$ cat config.mk
export PLATFORM = sky130hd
export DESIGN_NAME = sdram_bank_monitor
export DESIGN_NICKNAME = d
export VERILOG_FILES = /design/src/rtl/sdt_pkg.sv /design/src/rtl/sdt_decode.sv /design/src/rtl/sdt_bank.sv /design/src/rtl/sdt_burst.sv /design/src/rtl/sdram_bank_monitor.sv
export SDC_FILE = /design/constraint.sdc
export NUM_CORES = 1
export LEC_CHECK = 0
export BUFFER_PORTS_ARGS = -buffer_cell sky130_fd_sc_hd__buf_2
export CORE_MARGIN = 2
export CORE_UTILIZATION = 53
export DETAILED_ROUTE_END_ITERATION = 16
export PLACE_DENSITY = 0.88
export SLEW_MARGIN = 20
export SYNTH_ARGS = -nofsm -noshare
export SYNTH_HDL_FRONTEND = slang
export SYNTH_SLANG_ARGS = --single-unit
$ cat constraint.sdc
create_clock -name clk -period 2.93 [get_ports clk]
set_input_delay 0.293 -clock clk [delete_from_list [all_inputs] [get_ports clk]]
set_output_delay 0.293 -clock clk [all_outputs]
set_load 0.01 [all_outputs]
$ cat src/rtl/sdt_pkg.sv
package sdt_pkg;

  // Decoded bus operation after chip select and clock enable are applied.
  typedef enum logic [2:0] {
    OP_NOP,
    OP_ACT,
    OP_READ,
    OP_WRITE,
    OP_PRE,
    OP_REF,
    OP_IGN
  } op_e;

  // Beats in a burst for the two-bit length code.
  function automatic logic [3:0] bl_beats(input logic [1:0] code);
    return 4'd1 << code;
  endfunction

endpackage

$ cat src/rtl/sdt_decode.sv
module sdt_decode
  import sdt_pkg::*;
(
  input  logic cs_n,
  input  logic ras_n,
  input  logic cas_n,
  input  logic we_n,
  input  logic cke,
  output op_e  op
);

  always_comb begin
    op = OP_IGN;
    if (!cs_n) begin
      case ({ras_n, cas_n, we_n})
        3'b111:  op = OP_NOP;
        3'b011:  op = OP_ACT;
        3'b101:  op = OP_READ;
        3'b100:  op = OP_WRITE;
        3'b010:  op = OP_PRE;
        3'b001:  op = cke ? OP_REF : OP_IGN;
        default: op = OP_IGN;
      endcase
    end
  end

endmodule

$ cat src/rtl/sdt_bank.sv
module sdt_bank #(
  parameter int ROW_W = 12
) (
  input  logic             clk,
  input  logic             rst_n,
  input  logic             open_i,
  input  logic             close_i,
  input  logic [ROW_W-1:0] row_i,
  output logic             active_o,
  output logic [ROW_W-1:0] row_o
);

  logic             active_q, active_d;
  logic [ROW_W-1:0] row_q;

  // Opening has priority: an auto-precharge closing and a reopen may share an edge.
  always_comb begin
    active_d = active_q;
    if (open_i)       active_d = 1'b1;
    else if (close_i) active_d = 1'b0;
  end

  always_ff @(posedge clk or negedge rst_n) begin
    if (!rst_n) begin
      active_q <= 1'b0;
      row_q    <= '0;
    end else begin
      active_q <= active_d;
      if (open_i) row_q <= row_i;
    end
  end

  assign active_o = active_q;
  assign row_o    = row_q;


  open_only_on_act_chk: assert property (@(posedge clk) disable iff (!rst_n)
    $rose(active_q) |-> $past(open_i));


  row_hold_chk: assert property (@(posedge clk) disable iff (!rst_n)
    (active_q && $past(active_q) && !$past(open_i)) |-> $stable(row_q));

endmodule

$ cat src/rtl/sdt_burst.sv
module sdt_burst
  import sdt_pkg::*;
#(
  parameter int NB   = 4,
  parameter int BA_W = 2
) (
  input  logic            clk,
  input  logic            rst_n,
  input  logic            start_i,
  input  logic            start_wr_i,
  input  logic            start_ap_i,
  input  logic [BA_W-1:0] start_ba_i,
  input  logic            stop_i,
  input  logic [1:0]      cfg_bl,
  input  logic            cfg_cl3,
  output logic [NB-1:0]   ap_close_o,
  output logic            rd_valid_o,
  output logic            wr_strobe_o
);

  localparam int CNT_W   = 3;
  localparam int LAT_MAX = 3;

  logic               busy_q, busy_d;
  logic [CNT_W-1:0]   cnt_q, cnt_d;
  logic               wr_q, wr_d, ap_q, ap_d;
  logic [BA_W-1:0]    ba_q, ba_d;
  logic [LAT_MAX-1:0] pipe_q;
  logic               wrs_q;
  logic [3:0]         beats;
  logic               cont, beat_rd, beat_wr, finishing;

  assign beats = bl_beats(cfg_bl);

  always_comb begin
    cont      = busy_q && (cnt_q != '0) && !stop_i && !start_i;
    beat_rd   = (start_i && !start_wr_i) || (cont && !wr_q);
    beat_wr   = (start_i &&  start_wr_i) || (cont &&  wr_q);
    finishing = busy_q && (cnt_q == '0);
    for (int b = 0; b < NB; b++)
      ap_close_o[b] = finishing && ap_q && (ba_q == BA_W'(b));
  end

  always_comb begin
    busy_d = busy_q;
    cnt_d  = cnt_q;
    wr_d   = wr_q;
    ap_d   = ap_q;
    ba_d   = ba_q;
    if (start_i) begin
      busy_d = 1'b1;
      cnt_d  = CNT_W'(beats - 4'd1);
      wr_d   = start_wr_i;
      ap_d   = start_ap_i;
      ba_d   = start_ba_i;
    end else if (stop_i) begin
      busy_d = 1'b0;
      cnt_d  = '0;
    end else if (busy_q) begin
      if (cnt_q == '0) busy_d = 1'b0;
      else             cnt_d  = cnt_q - 1'b1;
    end
  end

  always_ff @(posedge clk or negedge rst_n) begin
    if (!rst_n) begin
      busy_q <= 1'b0;
      cnt_q  <= '0;
      wr_q   <= 1'b0;
      ap_q   <= 1'b0;
      ba_q   <= '0;
      pipe_q <= '0;
      wrs_q  <= 1'b0;
    end else begin
      busy_q <= busy_d;
      cnt_q  <= cnt_d;
      wr_q   <= wr_d;
      ap_q   <= ap_d;
      ba_q   <= ba_d;
      pipe_q <= {pipe_q[LAT_MAX-2:0], beat_rd};
      wrs_q  <= beat_wr;
    end
  end

  assign rd_valid_o  = cfg_cl3 ? pipe_q[2] : pipe_q[1];
  assign wr_strobe_o = wrs_q;


  cnt_range_chk: assert property (@(posedge clk) disable iff (!rst_n)
    busy_q |-> ({1'b0, cnt_q} < beats));


  pre_cut_chk: assert property (@(posedge clk) disable iff (!rst_n)
    $past(stop_i) |-> !wr_strobe_o);

endmodule

$ cat src/rtl/sdram_bank_monitor.sv
module sdram_bank_monitor
  import sdt_pkg::*;
#(
  parameter int NUM_BANKS = 4,
  parameter int ROW_W     = 12,
  parameter int AP_BIT    = 10,
  localparam int BA_W     = $clog2(NUM_BANKS),
  localparam int REF_W    = BA_W + ROW_W
) (
  input  logic                       clk,
  input  logic                       rst_n,
  input  logic                       cs_n,
  input  logic                       ras_n,
  input  logic                       cas_n,
  input  logic                       we_n,
  input  logic                       cke,
  input  logic [BA_W-1:0]            ba,
  input  logic [ROW_W-1:0]           addr,
  input  logic                       cfg_cl3,
  input  logic [1:0]                 cfg_bl,
  output logic [NUM_BANKS-1:0]       bank_active,
  output logic [NUM_BANKS*ROW_W-1:0] open_row,
  output logic                       rd_valid,
  output logic                       wr_strobe,
  output logic                       illegal_cmd,
  output logic [REF_W-1:0]           ref_row
);

  op_e                  op;
  logic [NUM_BANKS-1:0] active, ap_close, eff_active, open_v, pre_hit, close_v;
  logic [ROW_W-1:0]     row_w [NUM_BANKS];
  logic                 err_d, rw_ok, ref_ok;
  logic                 err_q;
  logic [REF_W-1:0]     ref_q;

  sdt_decode u_decode (
    .cs_n  (cs_n),
    .ras_n (ras_n),
    .cas_n (cas_n),
    .we_n  (we_n),
    .cke   (cke),
    .op    (op)
  );

  // A bank whose auto-precharge lands on this edge already counts as idle.
  assign eff_active = active & ~ap_close;

  always_comb begin
    err_d   = 1'b0;
    rw_ok   = 1'b0;
    ref_ok  = 1'b0;
    open_v  = '0;
    pre_hit = '0;
    case (op)
      OP_ACT: begin
        if (eff_active[ba]) err_d      = 1'b1;
        else                open_v[ba] = 1'b1;
      end
      OP_READ, OP_WRITE: begin
        if (!eff_active[ba]) err_d = 1'b1;
        else                 rw_ok = 1'b1;
      end
      OP_PRE: begin
        if (addr[AP_BIT]) pre_hit     = '1;
        else              pre_hit[ba] = 1'b1;
      end
      OP_REF: begin
        if (|eff_active) err_d  = 1'b1;
        else             ref_ok = 1'b1;
      end
      default: ;
    endcase
    close_v = ap_close | pre_hit;
  end

  sdt_burst #(.NB(NUM_BANKS), .BA_W(BA_W)) u_burst (
    .clk         (clk),
    .rst_n       (rst_n),
    .start_i     (rw_ok),
    .start_wr_i  (op == OP_WRITE),
    .start_ap_i  (addr[AP_BIT]),
    .start_ba_i  (ba),
    .stop_i      (op == OP_PRE),
    .cfg_bl      (cfg_bl),
    .cfg_cl3     (cfg_cl3),
    .ap_close_o  (ap_close),
    .rd_valid_o  (rd_valid),
    .wr_strobe_o (wr_strobe)
  );

  for (genvar b = 0; b < NUM_BANKS; b++) begin : g_bank
    sdt_bank #(.ROW_W(ROW_W)) u_bank (
      .clk      (clk),
      .rst_n    (rst_n),
      .open_i   (open_v[b]),
      .close_i  (close_v[b]),
      .row_i    (addr),
      .active_o (active[b]),
      .row_o    (row_w[b])
    );
    assign open_row[b*ROW_W +: ROW_W] = active[b] ? row_w[b] : '0;
  end

  always_ff @(posedge clk or negedge rst_n) begin
    if (!rst_n) begin
      err_q <= 1'b0;
      ref_q <= '0;
    end else begin
      err_q <= err_d;
      if (ref_ok) ref_q <= ref_q + REF_W'(1);
    end
  end

  assign bank_active = active;
  assign illegal_cmd = err_q;
  assign ref_row     = ref_q;


  desel_quiet_chk: assert property (@(posedge clk) disable iff (!rst_n)
    illegal_cmd |-> !$past(cs_n));


  ref_hold_on_err_chk: assert property (@(posedge clk) disable iff (!rst_n)
    illegal_cmd |-> $stable(ref_row));


  ref_idle_chk: assert property (@(posedge clk) disable iff (!rst_n)
    (ref_row != $past(ref_row)) |-> (bank_active == '0));

endmodule

==> flow_metrics.env <==
export IMPL_run_status="completed"
export IMPL_seqCellArea_mm2=0.00198
export IMPL_htree_levels=3
export IMPL_drtIter0Drc=178
export IMPL_synth_seq_area_share_pct=51.7
export IMPL_fin_crit_ps=2390
export IMPL_synth_most_common_cell="dfrtp_1"
export IMPL_cp_startpoint="u_burst.cnt_q[0]"
export IMPL_ys_types=40
export IMPL_hold_class="input pin to async pin"
export IMPL_hold_violations=0
export IMPL_vias=2672
export IMPL_cts_root_buf="clkbuf_8"
export IMPL_final_cell_count_no_fill=504
export IMPL_peakVddDrop_mv=0.323
export IMPL_drive_gt1_share_pct=41.9
export IMPL_drt_wirelength_per_cell_um=16.1
export IMPL_crit_fanout=13
export IMPL_pin_count=93
export IMPL_die_w_um=88.9
export IMPL_endpoint="g_bank[3].u_bank.row_o[3]"
export IMPL_syn2layout_area_growth_pct=18.5
export IMPL_power_leakage_nw=2.46
export IMPL_skew_ps=10.4
export IMPL_synth_xor_area_share_pct=3.67
export IMPL_clockBufferDepth=2
export IMPL_slew_headroom_pct=34.8
export IMPL_nNetsFinal=431
export IMPL_reg2reg_slack_ps=540
export IMPL_end_kind="flop"
export IMPL_antenna_found_initial=0
export IMPL_rr_worst_depth=8
export IMPL_grt_pass1_wl_mm=12.5
export IMPL_yosys_area_share_adder_pct=0.982
export IMPL_clock_latency_ps=340
export IMPL_grt_usage_pct=21.2
export IMPL_synthCells=317
export IMPL_ys_seq_elements=79
export IMPL_multi_input_area_mm2=0.00169
export IMPL_n_antenna_cell=0
export IMPL_rr_startpoint="u_burst.cnt_q[0]"
export IMPL_post_cts_buffers=0
export IMPL_yosys_top_cells_count="dfrtp_1, and2_1, mux2_2"
export IMPL_cts_sinks=79
export IMPL_initial_core_util_pct=55.6
export IMPL_synth_largest_area_cell="dfrtp_1"
export IMPL_critPathLaunchType="flop"
export IMPL_avgSynthCellArea_um2=12.1
export IMPL_ant_nets=0
export IMPL_min_period_over_period_pct=81.5
export IMPL_path_clk_slew_ps=80
export IMPL_cts_tree="built"
export IMPL_setup_violations=0
export IMPL_port_buffers=92
export IMPL_synth_edf_count=0
export IMPL_ys_flop_type="dfrtp_1"
export IMPL_cp_required_ps=3150
export IMPL_grt_overflow=0
export IMPL_synth_area_leaders="dfrtp_1, mux2_2, and2_1, mux2_4, xor2_1"
export IMPL_synth_net_count=344
export IMPL_rr_endpoint="g_bank[3].u_bank.row_o[3]"
export IMPL_synth_top_cell_area_share_pct=51.7
export IMPL_cp_arrival_ps=2610
export IMPL_finalSetupTns_ps=0
export IMPL_via_per_inst=5.30
export IMPL_routed_wl_mm=8.10
export IMPL_synth_compound_area_share_pct=3.21
export IMPL_core_mm2=0.00687
export IMPL_yosysWarnings=0
export IMPL_ctsHoldBuffers=0
export IMPL_first_pass_iters=4
export IMPL_die_h_um=88.9
export IMPL_place_inst=489
export IMPL_max_cap_viol_count=0
export IMPL_ctsResizeCount=0
export IMPL_gp_congestion=0.816
export IMPL_pwr_density_cell_mw_per_mm2=694
export IMPL_worst_pin_slew_ps=978
export IMPL_synth_top_family_by_area="multiplexers"
export IMPL_drc_errors=0
export IMPL_grt_pass1_vias=2609
export IMPL_yosys_area_share_simple_pct=17.9
export IMPL_row_count=30
export IMPL_fillers=522
export IMPL_max_freq_mhz=419
export IMPL_syn_cell_area_mm2=0.00382
export IMPL_slew_violations=0
export IMPL_async_reset_ff_share_pct=100
export IMPL_rsz0062_at_grt="false"
export IMPL_worst_setup_path_type="flop to flop"
export IMPL_cts_buffers=9
export IMPL_grt_max_degree=80
export IMPL_dp_final_hpwl_mm=5.69
export IMPL_die_area_mm2=0.00791
export IMPL_muxShareOfSynthArea_pct=18.3
[cells by family after synthesis]
group,Yosys count
AO/OA/AOI/OAI,19
XOR/XNOR,16
adder cells (fa/ha/maj),3
buffers and inverters,27
flip-flops,79
multiplexers,57
AND/OR/NAND/NOR,116
[sequential cells by signal (all words and copies together), names as in the netlist]
name / cells
ref_row: 14
illegal_cmd: 1
u_burst.ap_q: 1
g_bank.u_bank.active_o: 4
u_burst.ba_q: 2
u_burst.pipe_q: 3
g_bank.u_bank.row_o: 48
u_burst.wr_strobe_o: 1
u_burst.cnt_q: 3
u_burst.wr_q: 1
u_burst.busy_q: 1
[stage by stage]
step / instance area (um2) / total power, W / hold WS (ps) / util, % / setup slack [ps]
2_1_floorplan: 3820 / 0.00195 / -2.59 / - / 767
3_5_place_dp: 4300 / 0.00223 / 339 / 62.5 / 545
5_1_grt: 4530 / 0.00332 / 166 / 65.9 / 366
6_report: 4530 / 0.00314 / 88.1 / 65.9 / 542
4_1_cts: 4530 / 0.00317 / 140 / 65.9 / 529
3_3_place_gp: 4300 / 0.00218 / 339 / 62.5 / 656
[how the worst min path moves through the flow]
| stage | endpoint | slack [ps] | cells after the start | startpoint |
|---|---|---|---|---|
| after global placement | u_burst.pipe_q[1] | 340 | 0 | u_burst.pipe_q[0] |
| after global routing | illegal_cmd | 170 | 2 | cs_n |
| after floorplan | g_bank[0].u_bank.active_o | -3 | 0 | rst_n |
| after detailed placement | u_burst.pipe_q[1] | 340 | 0 | u_burst.pipe_q[0] |
| final | ref_row[3] | 90 | 1 | rst_n |
| after CTS | g_bank[1].u_bank.row_o[1] | 140 | 1 | rst_n |
[worst max-delay path: stages (launching register included)]
cell and delay (ps):
dfrtp_1 400, inv_1 70, ha_1 140, ha_1 160, nand3_1 150, o31ai_2 370
and4_4 360, nand3_4 240, mux2_4 370
[layout make-up]
type | count | area share [%]
Tap cell | 96 | 2.65
Clock inverter | 6 | 2.40
Multi-Input combinational cell | 211 | 37.2
Clock buffer | 9 | 2.74
Timing Repair Buffer | 94 | 10.6
Sequential cell | 79 | 43.7
Inverter | 9 | 0.746
[layer usage]
metal / wire [um] / GRT usage, %
met5: 0 / 0
met1: 3440 / 29.2
met4: 112 / 9.50
met2: 4000 / 33.5
met3: 552 / 3.32
[power breakdown]
part / switching [W] / internal [W]
clock: 0.000377 / 0.000561
combinational: 0.000351 / 0.000368
sequential: 0.000176 / 0.00131
[layout by cell type (no fill, tap or decap), drive strengths merged, types with 3 or more instances in the layout]
| cell type | n |
|---|---|
| nor4 | 7 |
| ha | 3 |
| nand3 | 11 |
| dfrtp | 79 |
| bufinv | 3 |
| nand2 | 13 |
| nor2 | 13 |
| clkbuf | 9 |
| mux2 | 55 |
| nor3 | 8 |
| and2 | 49 |
| nor2b | 4 |
| xnor2 | 3 |
| o21ai | 10 |
| xor2 | 13 |
| buf | 94 |
| nand2b | 3 |
| inv | 10 |
Note: power is estimated with default switching activity, not from simulation.
